`src/rtl/cvg_pkg.sv`:
```
// Shared types for the code verify guard.
// Assumes fuses read 1 when programmed.
package cvg_pkg;
    typedef enum logic [1:0] {
        PROT_OPEN    = 2'd0,  // no restriction
        PROT_NOTABLE = 2'd1,  // external table reads of internal code refused
        PROT_SEALED  = 2'd2   // additionally no read-back
    } prot_level_e;
endpackage

```
`src/rtl/cvg_key_bank.sv`:
```
// Key register bank: ENTRIES bytes, reset to all ones, one write port,
// one combinational read port. Assumes a single writer.
module cvg_key_bank #(
    parameter int DATA_W = 8,
    parameter int IDX_W  = 5
) (
    input  logic              clk,
    input  logic              rst_n,
    input  logic              wr_en,
    input  logic [IDX_W-1:0]  wr_idx,
    input  logic [DATA_W-1:0] wr_data,
    input  logic [IDX_W-1:0]  rd_idx,
    output logic [DATA_W-1:0] rd_data
);
    localparam int ENTRIES = 1 << IDX_W;

    logic [DATA_W-1:0] keys_q [ENTRIES];

    for (genvar g = 0; g < ENTRIES; g++) begin : g_entry
        // Hold one key byte; unprogrammed state is all ones.
        always_ff @(posedge clk) begin
            if (!rst_n)
                keys_q[g] <= '1;
            else if (wr_en && (wr_idx == IDX_W'(g)))
                keys_q[g] <= wr_data;
        end
    end

    // Read port for the current verify address.
    assign rd_data = keys_q[rd_idx];


    key_write_chk: assert property (@(posedge clk) disable iff (!rst_n)
        wr_en |=> keys_q[$past(wr_idx)] == $past(wr_data));
endmodule

```
`src/rtl/cvg_lock_ctrl.sv`:
```
// Lock decode, table-read gate and reset-time capture of the
// external-execution select. Assumes fuses are static in operation.
module cvg_lock_ctrl
    import cvg_pkg::*;
(
    input  logic        clk,
    input  logic        rst_n,
    input  logic        lock_a,
    input  logic        lock_b,
    input  logic        ea_pin,
    input  logic        exec_external,
    input  logic        tbl_rd_req,
    output prot_level_e level,
    output logic        tbl_rd_block,
    output logic        ea_latched
);
    logic ea_q;

    // Map fuse pair to protection level; second fuse alone is inert.
    always_comb begin
        if (lock_a && lock_b)
            level = PROT_SEALED;
        else if (lock_a)
            level = PROT_NOTABLE;
        else
            level = PROT_OPEN;
    end

    // Refuse internal table reads issued from external code when locked.
    assign tbl_rd_block = (level != PROT_OPEN) && exec_external && tbl_rd_req;

    // Follow the pin while reset is held, freeze afterwards.
    always_ff @(posedge clk) begin
        if (!rst_n)
            ea_q <= ea_pin;
    end
    assign ea_latched = ea_q;


    ea_hold_chk: assert property (@(posedge clk) disable iff (!rst_n)
        rst_n |=> $stable(ea_latched));

    tbl_gate_chk: assert property (@(posedge clk) disable iff (!rst_n)
        tbl_rd_block |-> (exec_external && tbl_rd_req && lock_a));

    open_gate_chk: assert property (@(posedge clk) disable iff (!rst_n)
        !lock_a |-> !tbl_rd_block);
endmodule

```
`src/rtl/cvg_verify_path.sv`:
```
// Read-back datapath: XNOR of code and key, registered with its enable.
// Data is forced to zero whenever the enable is low.
module cvg_verify_path #(
    parameter int DATA_W = 8
) (
    input  logic              clk,
    input  logic              rst_n,
    input  logic              vfy_en,
    input  logic              sealed,
    input  logic [DATA_W-1:0] code_byte,
    input  logic [DATA_W-1:0] key_byte,
    output logic [DATA_W-1:0] vfy_data,
    output logic              vfy_oe
);
    logic              drive_d;
    logic [DATA_W-1:0] data_q;
    logic              oe_q;

    // Read-back allowed only when requested and not sealed.
    assign drive_d = vfy_en && !sealed;

    // Register the scrambled byte and its enable.
    always_ff @(posedge clk) begin
        if (!rst_n) begin
            data_q <= '0;
            oe_q   <= 1'b0;
        end else begin
            oe_q   <= drive_d;
            data_q <= drive_d ? ~(code_byte ^ key_byte) : '0;
        end
    end

    assign vfy_data = data_q;
    assign vfy_oe   = oe_q;


    idle_zero_chk: assert property (@(posedge clk) disable iff (!rst_n)
        !vfy_oe |-> (vfy_data == '0));

    sealed_quiet_chk: assert property (@(posedge clk) disable iff (!rst_n)
        sealed |=> !vfy_oe);

    drive_follow_chk: assert property (@(posedge clk) disable iff (!rst_n)
        (vfy_en && !sealed) |=> vfy_oe);
endmodule

```
`src/rtl/code_verify_guard.sv`:
```
// Top: encrypted code read-back and lock gate. Builds the store address,
// picks the key by the low address bits, applies the lock hierarchy.
// Assumes the code store answers combinationally on code_byte.
module code_verify_guard
    import cvg_pkg::*;
#(
    parameter int DATA_W  = 8,
    parameter int ALO_W   = 8,
    parameter int AHI_W   = 5,
    parameter int KIDX_W  = 5
) (
    input  logic                     clk,
    input  logic                     rst_n,
    input  logic                     vfy_en,
    input  logic [ALO_W-1:0]         vfy_addr_lo,
    input  logic [AHI_W-1:0]         vfy_addr_hi,
    output logic [ALO_W+AHI_W-1:0]   code_addr,
    input  logic [DATA_W-1:0]        code_byte,
    input  logic                     key_we,
    input  logic [KIDX_W-1:0]        key_idx,
    input  logic [DATA_W-1:0]        key_din,
    input  logic                     lock_a,
    input  logic                     lock_b,
    input  logic                     ea_pin,
    input  logic                     exec_external,
    input  logic                     tbl_rd_req,
    output logic [DATA_W-1:0]        vfy_data,
    output logic                     vfy_oe,
    output logic                     tbl_rd_block,
    output logic                     ea_latched
);
    logic [DATA_W-1:0] key_byte;
    prot_level_e       level;

    // Concatenate the two address fields for the store.
    assign code_addr = {vfy_addr_hi, vfy_addr_lo};

    cvg_key_bank #(.DATA_W(DATA_W), .IDX_W(KIDX_W)) u_keys (
        .clk     (clk),
        .rst_n   (rst_n),
        .wr_en   (key_we),
        .wr_idx  (key_idx),
        .wr_data (key_din),
        .rd_idx  (code_addr[KIDX_W-1:0]),
        .rd_data (key_byte)
    );

    cvg_lock_ctrl u_lock (
        .clk           (clk),
        .rst_n         (rst_n),
        .lock_a        (lock_a),
        .lock_b        (lock_b),
        .ea_pin        (ea_pin),
        .exec_external (exec_external),
        .tbl_rd_req    (tbl_rd_req),
        .level         (level),
        .tbl_rd_block  (tbl_rd_block),
        .ea_latched    (ea_latched)
    );

    cvg_verify_path #(.DATA_W(DATA_W)) u_path (
        .clk       (clk),
        .rst_n     (rst_n),
        .vfy_en    (vfy_en),
        .sealed    (level == PROT_SEALED),
        .code_byte (code_byte),
        .key_byte  (key_byte),
        .vfy_data  (vfy_data),
        .vfy_oe    (vfy_oe)
    );


    fuse_pair_chk: assert property (@(posedge clk) disable iff (!rst_n)
        (lock_a && lock_b) |=> (!vfy_oe && vfy_data == '0));
endmodule

```
`config.mk`:
```
export PLATFORM = sky130hd
export DESIGN_NAME = code_verify_guard
export DESIGN_NICKNAME = d
export VERILOG_FILES = /design/src/rtl/cvg_pkg.sv /design/src/rtl/cvg_key_bank.sv /design/src/rtl/cvg_lock_ctrl.sv /design/src/rtl/cvg_verify_path.sv /design/src/rtl/code_verify_guard.sv
export SDC_FILE = /design/constraint.sdc
export NUM_CORES = 1
export LEC_CHECK = 0
export ABC_AREA = 1
export ABC_CLOCK_PERIOD_IN_PS = 2600
export BUFFER_PORTS_ARGS = -buffer_cell sky130_fd_sc_hd__buf_4
export CELL_PAD_IN_SITES_DETAIL_PLACEMENT = 0
export CELL_PAD_IN_SITES_GLOBAL_PLACEMENT = 1
export CORE_MARGIN = 10
export CORE_UTILIZATION = 35
export CTS_BUF_LIST = sky130_fd_sc_hd__clkbuf_4 sky130_fd_sc_hd__clkbuf_8
export DETAILED_ROUTE_END_ITERATION = 16
export PLACE_DENSITY = 0.69
export SKIP_LAST_GASP = 1
export SYNTH_ARGS = -nofsm -noshare
export SYNTH_HDL_FRONTEND = slang
export SYNTH_SLANG_ARGS = --single-unit
```
`constraint.sdc`:
```
create_clock -name clk -period 2.6 [get_ports clk]
set_clock_uncertainty 0.2 [all_clocks]
set_input_delay 0.13 -clock clk [delete_from_list [all_inputs] [get_ports clk]]
set_output_delay 0.13 -clock clk [all_outputs]
set_load 0.01 [all_outputs]
```
==> flow_summary.yaml <==
run_status:
  outcome: "complete, no violations"
clock_tree:
  cts_buffers: 44
  clk_path_buf_depth: 3
  path_clk_slew_ns: 0.06
  cts_tree: "done"
  clk_latency_ns: 0.55
  cts-htree-levels: 2
  root_buffer: "clkbuf_8"
  clock_sinks: 266
critical_path:
  cp-startpoint: "vfy_addr_lo[3]"
  crit_buf_inv: 5
  crit_slowest_cell: "dlygate4sd3_1"
  worstPathMaxFanout: 19
  cpMostUsedCell: "dlygate4sd3_1"
  cp.depth: 9
  start_kind: "primary input"
  r2r_setup_slack_ns: 0.05
  r2r_cells: 10
  criticalPathCategory: "primary input to flop"
  worstReg2RegEnd: "u_path.vfy_data[5]"
  crit_family: "buffers and inverters"
  max_stage_delay_ns: 0.56
  endpoint: "u_path.vfy_data[5]"
  cp.arrival_ns: 2.79
  critPathCaptureType: "flop"
  timing.rr.start: "u_keys.keys_q[17][5]"
  critPathRequiredTime_ns: 2.84
  crit_chain: "dlygate4sd3_1, buf_4, clkinvlp_4, nand2_1, nand3_1, a21oi_2, dlygate4sd3_1, nor2_1, dlygate4sd3_1"
synthesis:
  synth-simple-area-share: 0.3069
  ys_ff_latch: 266
  synthAdderAreaFrac: 0
  synth_compound_area_frac: 0.004454
  synth_xor_xnor_area_share: 0
  synth_mux_area_frac: 0
  avgSynthCellArea_um2: 9.280
  synth_top_family_by_area: "simple AND/OR/NAND/NOR gates"
  ys_types: 19
  synthCells: 1332
  syn_area_mm2: 0.01236
  syn_nets: 1375
  yosys_warnings: 0
  seq_area_frac_synth: 0.6389
floorplan:
  rows: 68
  die_w_um: 207.9
  fp.dieArea_mm2: 0.04323
  core_area_mm2: 0.03471
  start_util: 0.3561
  io_pins: 67
  die_h_um: 207.9
sta:
  worst_pin_slew_ns: 0.7134
  hold_ws_ns: 0.02426
  period_needed_ns: 2.552
  drv_slew: 0
  slew_headroom: 0.5244
  post-route-period-util: 0.9817
  rsz0062_at_grt: "true"
  finalHoldViolCount: 0
  setup_viol: 0
  max_freq_ghz: 0.3918
global_route:
  grtUsageMet3: 0.04014
  grt_max_degree: 130
  grt_use_met2: 0.2525
  grt_antenna_before_repair: 0
  gr-usage-met1: 0.2379
  grt_use_total: 0.1684
  grt_overflow: 0
  grt.busiest_layer: "met2"
  grt_first_pass_wirelength_um: 57100
  grt_pass1_vias: 9273
routing:
  drc: 0
  vias_per_cell: 5.068
  drt_iter0_drc: 882
  vias: 9508
  wl_per_cell_um: 19.96
  drtAntennaViolNets: 0
  first_pass_iters: 7
  totalWireLength_um: 37450
place:
  hpwlAfterDp_um: 23370
  place_area_mm2: 0.01304
  place_congestion: 0.8593
  port_buffers: 50
cells_and_area:
  n_fill_cell: 3395
  nNetsFinal: 1431
  final_common_cell: "nand2_1"
  syn2layout_area_growth_pct: 15.62
  drive_gt1_frac: 0.1337
  final_core_util: 0.4117
  num_antenna_cells: 0
  layout_common_cells: "644 x nand2_1, 257 x edfxtp_1, 201 x nand3_1"
  postLayoutCellArea_mm2: 0.01429
worst_hold_path:
  hold_path.class: "primary input to flop"
power:
  leakage_nw: 5.370
  p_per_area_mw_per_mm2: 668.9
  finalPower_mw: 9.559
  ir_drop_mv: 0.3029
job:
  cap_violations: 0
worst min-delay path by stage:
stage | from | to | slack [ns] | cells past startpoint
floorplan | ea_pin | u_lock.ea_latched | 0.03 | 0
global placement | vfy_addr_hi[2] | code_addr[10] | 0.06 | 0
detailed placement | vfy_addr_hi[2] | code_addr[10] | 0.06 | 0
CTS | key_din[4] | u_keys.keys_q[0][4] | 0.00004 | 4
global route | key_din[4] | u_keys.keys_q[2][4] | 0.02 | 4
finish | key_din[6] | u_keys.keys_q[27][6] | 0.02 | 4
Yosys cell counts:
master	number	area (um2)
buf_4	23	172.7
nor2_1	46	172.7
buf_2	35	175.2
nand3_1	216	1081
nor2_2	10	62.56
inv_1	27	101.4
clkbuf_1	35	131.4
nor3_1	1	5.000
o21ai_0	2	10.01
a21oi_1	9	45.04
edfxtp_1	257	7717
buf_6	1	11.26
inv_2	2	7.510
dfxtp_1	9	180.2
and3_1	1	6.260
or2_2	2	12.51
nand2_1	651	2444
nor3_2	1	10.01
buf_1	4	15.01
per-layer routing:
layer	vias up	share of wire
li1	4512	-
met1	4577	0.47
met2	363	0.44
met3	56	0.078
met4	0	0.018
met5	-	0
what timing repair did:
| item | CTS | global route |
|---|---|---|
| resized for setup | 0 | 26 |
| buffers inserted | 0 | 3 |
| setup endpoints to repair | 0 | 3 |
| hold buffers | 28 | 0 |
| endpoints found under the hold margin | 43 | 0 |
sequential cells by signal, summed over array words and instances, names as in the netlist:
register / count
u_keys.keys_q: 256
u_path.vfy_oe: 1
u_lock.ea_latched: 1
u_path.vfy_data: 8
per-stage QoR:
step                      setup slack (ns)  std cells  setup TNS [ns]
after floorplan                     0.8642       1332               0
after global placement              0.4865       1766               0
after detailed placement            0.4611       1766               0
after CTS                          0.02708       1873               0
after global routing              -0.04115       1876        -0.08127
final                              0.04755       1876               0
area by class of cell:
cell class	instances	area (um2)	area share
sequential	266	7898	0.5526
multi-input combinational	939	3949	0.2763
tap	455	569.3	0.03984
inverter	29	115.1	0.008055
timing repair buffer	107	908.4	0.06356
clock inverter	18	107.6	0.007529
clock buffer	61	739.5	0.05174
timing repair inverter	1	5.005	0.0003502
worst reg2reg max path: stages (launching register included):
cell and delay, ns:
edfxtp_1 0.38, nand2_2 0.10, nand3_2 0.11, nand3_2 0.10, nand2_1 0.06, nand2_1 0.10, nand3_1 0.12, a21oi_2 0.15
dlygate4sd3_1 0.56, nor2_1 0.04, dlygate4sd3_1 0.54
power breakdown:
group	internal (mW)	switching [mW]	total, mW	leakage, nW
Combinational	0.285	0.676	0.961	2.27
Sequential	4.93	0.0729	5.00	2.66
Clock	1.94	1.66	3.59	0.447
cells by family (layout without fill, tap and decap cells):
kind of cell           after synthesis  in the layout
DFF                                266            266
buffers and inverters              127            216
and+or+nand+nor                    928            928
AOI/OAI and AO/OA                   11             11
Power figures use the tool's default switching activity.
